[src/rtl/dma_arb_pkg.sv]
package dma_arb_pkg;
  localparam int NUM_CH     = 8;
  localparam int CH_W       = $clog2(NUM_CH);
  localparam int GRP_SLOTS  = 4;
  localparam int PTR_W      = $clog2(GRP_SLOTS);
  localparam int CASCADE_CH = 4;

  typedef logic [GRP_SLOTS-1:0] slot_vec_t;
  typedef logic [PTR_W-1:0]     slot_idx_t;
  typedef logic [CH_W-1:0]      ch_idx_t;
  typedef logic [NUM_CH-1:0]    ch_vec_t;

  localparam ch_idx_t CASCADE_IDX = ch_idx_t'(CASCADE_CH);

  // Search the ring starting at slot 'top'; first requester wins.
  function automatic slot_vec_t rot_pick(slot_vec_t req, slot_idx_t top);
    slot_vec_t g;
    logic      hit;
    slot_idx_t idx;
    g   = '0;
    hit = 1'b0;
    for (int k = 0; k < GRP_SLOTS; k++) begin
      idx = top + slot_idx_t'(k);
      if (!hit && req[idx]) begin
        g[idx] = 1'b1;
        hit    = 1'b1;
      end
    end
    return g;
  endfunction

  // The slot after the serviced one becomes the new top of the ring.
  function automatic slot_idx_t next_top(slot_idx_t served);
    return served + slot_idx_t'(1);
  endfunction
endpackage

[src/rtl/dma_arb_group.sv]
module dma_arb_group
  import dma_arb_pkg::*;
(
  input  logic      clk,
  input  logic      rst_n,
  input  slot_vec_t req,
  input  logic      rotate,
  input  logic      upd_en,
  input  slot_idx_t upd_slot,
  output slot_vec_t gnt,
  output logic      any,
  output slot_idx_t top_q
);
  slot_idx_t top_eff;

  always_ff @(posedge clk or negedge rst_n) begin
    if (!rst_n)
      top_q <= '0;
    else if (upd_en && rotate)
      top_q <= next_top(upd_slot);
  end

  // Fixed mode always searches from slot 0; the stored pointer is kept.
  assign top_eff = rotate ? top_q : '0;
  assign gnt     = rot_pick(req, top_eff);
  assign any     = |req;
endmodule

[src/rtl/dma_arb_done_dec.sv]
module dma_arb_done_dec
  import dma_arb_pkg::*;
(
  input  logic      done_vld,
  input  ch_idx_t   done_chan,
  output logic      lo_upd,
  output slot_idx_t lo_slot,
  output logic      hi_upd,
  output slot_idx_t hi_slot
);
  logic is_lo;
  logic is_cascade;

  assign is_lo      = done_chan < CASCADE_IDX;
  assign is_cascade = done_chan == CASCADE_IDX;

  assign lo_upd  = done_vld && is_lo;
  assign lo_slot = done_chan[PTR_W-1:0];
  // Any lower-group channel maps to upper slot 0 (the cascade slot).
  assign hi_upd  = done_vld && !is_cascade;
  assign hi_slot = is_lo ? '0 : slot_idx_t'(done_chan - CASCADE_IDX);
endmodule

[src/rtl/dma_arb_merge.sv]
module dma_arb_merge
  import dma_arb_pkg::*;
(
  input  slot_vec_t lo_gnt,
  input  slot_vec_t hi_gnt,
  output ch_vec_t   gnt
);
  for (genvar ch = 0; ch < NUM_CH; ch++) begin : g_ch
    if (ch < CASCADE_CH) begin : g_lo
      assign gnt[ch] = lo_gnt[ch] & hi_gnt[0];
    end else if (ch == CASCADE_CH) begin : g_casc
      assign gnt[ch] = 1'b0;
    end else begin : g_hi
      assign gnt[ch] = hi_gnt[ch-CASCADE_CH];
    end
  end
endmodule

[src/rtl/dma_prio_arbiter.sv]
module dma_prio_arbiter
  import dma_arb_pkg::*;
(
  input  logic              clk,
  input  logic              rst_n,
  input  logic [NUM_CH-1:0] hw_req,
  input  logic [NUM_CH-1:0] sw_req,
  input  logic              lo_rotate,
  input  logic              hi_rotate,
  input  logic              done_vld,
  input  logic [CH_W-1:0]   done_chan,
  output logic [NUM_CH-1:0] gnt,
  output logic              gnt_vld
);
  ch_vec_t   req_all;
  slot_vec_t lo_req, hi_req;
  slot_vec_t lo_gnt, hi_gnt;
  logic      lo_any, hi_any;
  slot_idx_t lo_top, hi_top;
  logic      lo_upd, hi_upd;
  slot_idx_t lo_slot, hi_slot;
  logic      cascade_req;

  assign req_all     = hw_req | sw_req;
  assign cascade_req = req_all[CASCADE_CH];

  for (genvar s = 0; s < GRP_SLOTS; s++) begin : g_split
    assign lo_req[s] = req_all[s];
    if (s == 0) begin : g_casc
      assign hi_req[s] = lo_any;
    end else begin : g_up
      assign hi_req[s] = req_all[CASCADE_CH+s];
    end
  end

  dma_arb_done_dec u_dec (
    .done_vld  (done_vld),
    .done_chan (done_chan),
    .lo_upd    (lo_upd),
    .lo_slot   (lo_slot),
    .hi_upd    (hi_upd),
    .hi_slot   (hi_slot)
  );

  dma_arb_group u_lo (
    .clk      (clk),
    .rst_n    (rst_n),
    .req      (lo_req),
    .rotate   (lo_rotate),
    .upd_en   (lo_upd),
    .upd_slot (lo_slot),
    .gnt      (lo_gnt),
    .any      (lo_any),
    .top_q    (lo_top)
  );

  dma_arb_group u_hi (
    .clk      (clk),
    .rst_n    (rst_n),
    .req      (hi_req),
    .rotate   (hi_rotate),
    .upd_en   (hi_upd),
    .upd_slot (hi_slot),
    .gnt      (hi_gnt),
    .any      (hi_any),
    .top_q    (hi_top)
  );

  dma_arb_merge u_merge (
    .lo_gnt (lo_gnt),
    .hi_gnt (hi_gnt),
    .gnt    (gnt)
  );

  assign gnt_vld = hi_any;
endmodule

[config.mk]
export PLATFORM = sky130hd
export DESIGN_NAME = dma_prio_arbiter
export DESIGN_NICKNAME = d
export VERILOG_FILES = /design/src/rtl/dma_arb_pkg.sv /design/src/rtl/dma_arb_group.sv /design/src/rtl/dma_arb_done_dec.sv /design/src/rtl/dma_arb_merge.sv /design/src/rtl/dma_prio_arbiter.sv
export SDC_FILE = /design/constraint.sdc
export NUM_CORES = 1
export LEC_CHECK = 0
export ABC_AREA = 0
export BUFFER_PORTS_ARGS = -buffer_cell sky130_fd_sc_hd__buf_2
export CORE_MARGIN = 4
export CORE_UTILIZATION = 48
export CTS_CLUSTER_DIAMETER = 200
export CTS_CLUSTER_SIZE = 16
export DETAILED_ROUTE_END_ITERATION = 8
export GPL_ROUTABILITY_DRIVEN = 0
export PLACE_DENSITY_LB_ADDON = 0.05
export SLEW_MARGIN = 20
export SYNTH_ARGS = -nofsm -noshare
export SYNTH_HDL_FRONTEND = slang
export SYNTH_SLANG_ARGS = --single-unit
[constraint.sdc]
create_clock -name clk -period 3.77 [get_ports clk]
set_input_delay 1.131 -clock clk [delete_from_list [all_inputs] [get_ports clk]]
set_output_delay 1.131 -clock clk [all_outputs]
set_load 0.02 [all_outputs]
==> impl_metrics.env <==
export IMPL_status="finished with violations"
export IMPL_violations="setup timing"
export IMPL_required_ps=2640
export IMPL_ys_seq_area_share_pct=8.30
export IMPL_root_buffer="clkbuf_4"
export IMPL_hold_viol=0
export IMPL_drc=0
export IMPL_reg2reg_slack_ps=2830
export IMPL_final_antenna_net_count=0
export IMPL_wl_um=3750
export IMPL_cp_top_family="simple AND/OR/NAND/NOR gates"
export IMPL_finalSetupViolations=7
export IMPL_ios=33
export IMPL_nets=260
export IMPL_critical_path_buf_inv_count=2
export IMPL_arrival_ps=3150
export IMPL_finalNonFillerCells=247
export IMPL_crit_type="input pin to primary output"
export IMPL_routedWlPerCell_um=15.2
export IMPL_cts_buffers=3
export IMPL_ys_seq_elements=4
export IMPL_grt_pass1_wl_um=5950
export IMPL_p_leak_uw=0.000829
export IMPL_antennaDiodeCount=0
export IMPL_core_rowCount=17
export IMPL_yosysTopAreaCellShare_pct=15.6
export IMPL_tritoncts="built"
export IMPL_hold_depth=1
export IMPL_clk_latency_ps=230
export IMPL_h_tree_depth=1
export IMPL_antenna_found_initial=0
export IMPL_cts_sinks=4
export IMPL_min_from="u_lo.top_q[1]$_DFFE_PN0P_"
export IMPL_timing_rr_end="u_hi.top_q[0]$_DFFE_PN0P_"
export IMPL_via_count=1499
export IMPL_fin_total_pwr_uw=408
export IMPL_die_area_sq_um=3380
export IMPL_layout_common_cells="42 x buf_4, 20 x buf_2, 16 x nand2_1"
export IMPL_utilization_pct=79.7
export IMPL_post_synth_top_area_cell="ha_1"
export IMPL_tns_ps=-3090
export IMPL_grt_pass1_vias=1404
export IMPL_dp_hpwl_um=2960
export IMPL_drt_iter0_markers=131
export IMPL_synth_ff_type="dfrtp_1"
export IMPL_cp_slowest_cell="or4_4"
export IMPL_hold_path_class="flop to flop"
export IMPL_r2r_start="u_hi.top_q[0]$_DFFE_PN0P_"
export IMPL_yosys_top_cells_area="ha_1 16%, dfrtp_1 8.3%, nand2_1 5.0%"
export IMPL_viasPerCell=6.07
export IMPL_rsz0062_at_grt="yes"
export IMPL_start_kind="input pin"
export IMPL_portBuffers=29
export IMPL_p_per_area_nw_per_um2=223
export IMPL_netlist_area_sq_um=1210
export IMPL_skew_ps=0
export IMPL_cp_end_kind="primary output"
export IMPL_syn_num_nets=185
export IMPL_start_util_pct=52.5
export IMPL_syn_avg_cell_area_sq_um=8.26
export IMPL_ir_drop_mv=0.312
export IMPL_fin_ws_ps=-512
export IMPL_ys_warn_count=0
export IMPL_cts_buffer_depth=2
export IMPL_core_area_sq_um=2300
export IMPL_die_w_um=58.1
export IMPL_slew_viol_final=0
export IMPL_area_growth_pct=51.8
export IMPL_cts_hold_fix_buffers=0
export IMPL_reg2reg_depth=3
export IMPL_maxCapViolCount=0
export IMPL_path_cells="buf_6 > or4_4 > or3_4 > a21oi_4 > nor3b_1 > or4b_4 > buf_2"
export IMPL_path_clk_slew_ps=30
export IMPL_dr_pass1_iters=5
export IMPL_gr_total_overflow=0
export IMPL_drive_gt1_share_pct=49.3
export IMPL_grt_usage_pct=21.9
export IMPL_crit_fanout=8
export IMPL_synth_edf_count=0
export IMPL_place_inst=238
export IMPL_finalCritPeriodShare_pct=114
export IMPL_synth_cells=146
export IMPL_hold_slack_ps=510
export IMPL_grt_max_degree=10
export IMPL_finalCriticalPeriod_ps=4280
export IMPL_layout_commonest_cell="buf_4"
export IMPL_whs_endpoint="u_lo.top_q[1]$_DFFE_PN0P_"
export IMPL_synth_cell_types=50
export IMPL_synthArstFlopShare_pct=100
export IMPL_fmax_mhz=234
export IMPL_slowest_delay_ps=530
export IMPL_fp_dieH_um=58.1
## repair_timing
item / in CTS / in global routing
endpoints found under the setup margin: 7 / 7
pin swaps: 3 / 5
buffers inserted: 2 / 4
resized for setup: 13 / 10
## metrics by stage
stage,worst slack (ps),cell area [sq um]
finish,-512,1830
floorplan,-205,1260
CTS,-480,1760
detailed placement,-499,1670
global route,-546,1830
global placement,-473,1670
## final cells by class
| class | count | area, sq um |
|---|---|---|
| fill | 163 | 467 |
| tap | 28 | 35.0 |
| multi-input combinational | 132 | 1110 |
| timing repair buffer | 73 | 539 |
| sequential | 4 | 100 |
| inverter | 7 | 26.3 |
| clock buffer | 3 | 22.5 |
## logic make-up (layout without fill, tap and decap cells)
logic type / Yosys count / in the layout / share of synthesized area (%)
simple gates: 62 / 62 / 32.5
compound gates: 49 / 49 / 30.4
fa+ha+maj: 15 / 15 / 15.6
buf+inv: 10 / 83 / 6.64
mux: 4 / 4 / 5.60
flops: 4 / 4 / 8.30
other cells: 1 / 1 / 0.311
xor+xnor: 1 / 1 / 0.726
## sequential cells by signal, indices dropped and copies added (netlist names)
register	flops
u_hi.top_q	2
u_lo.top_q	2
## synth_stat cells (3+ instances only)
cell / instances
a211oi_1: 3
a21oi_1: 6
a222oi_1: 4
a22oi_1: 4
a2bb2oi_1: 3
dfrtp_1: 4
ha_1: 15
inv_1: 7
nand2_1: 16
nand3_1: 3
nand4_1: 5
nor2_1: 8
nor3_1: 5
nor3b_1: 3
o21a_1: 5
o21ai_0: 8
or2_2: 4
or4b_1: 3
## routing by layer
metal  wire (um)  track usage, %
met1        1470            23.8
met2        1970            42.9
met3         232            3.79
met4          80            5.63
met5           0               0
## worst max path at each step
stage                     slack [ps]  endpoint  cells past startpoint  startpoint
after global routing            -550    gnt[6]                      7   sw_req[3]
after CTS                       -480    gnt[6]                      7   sw_req[3]
after detailed placement        -500    gnt[6]                      7   sw_req[3]
after floorplan                 -200    gnt[5]                      5   sw_req[3]
final                           -510    gnt[6]                      7   sw_req[3]
after global placement          -470    gnt[5]                      7   sw_req[3]
## where the power goes
group          total, uW  switching (uW)  internal [uW]
clock               52.2            16.7           35.5
combinational        295             150            145
sequential          60.7            9.59           51.1
(Power assumes the default switching activity.)
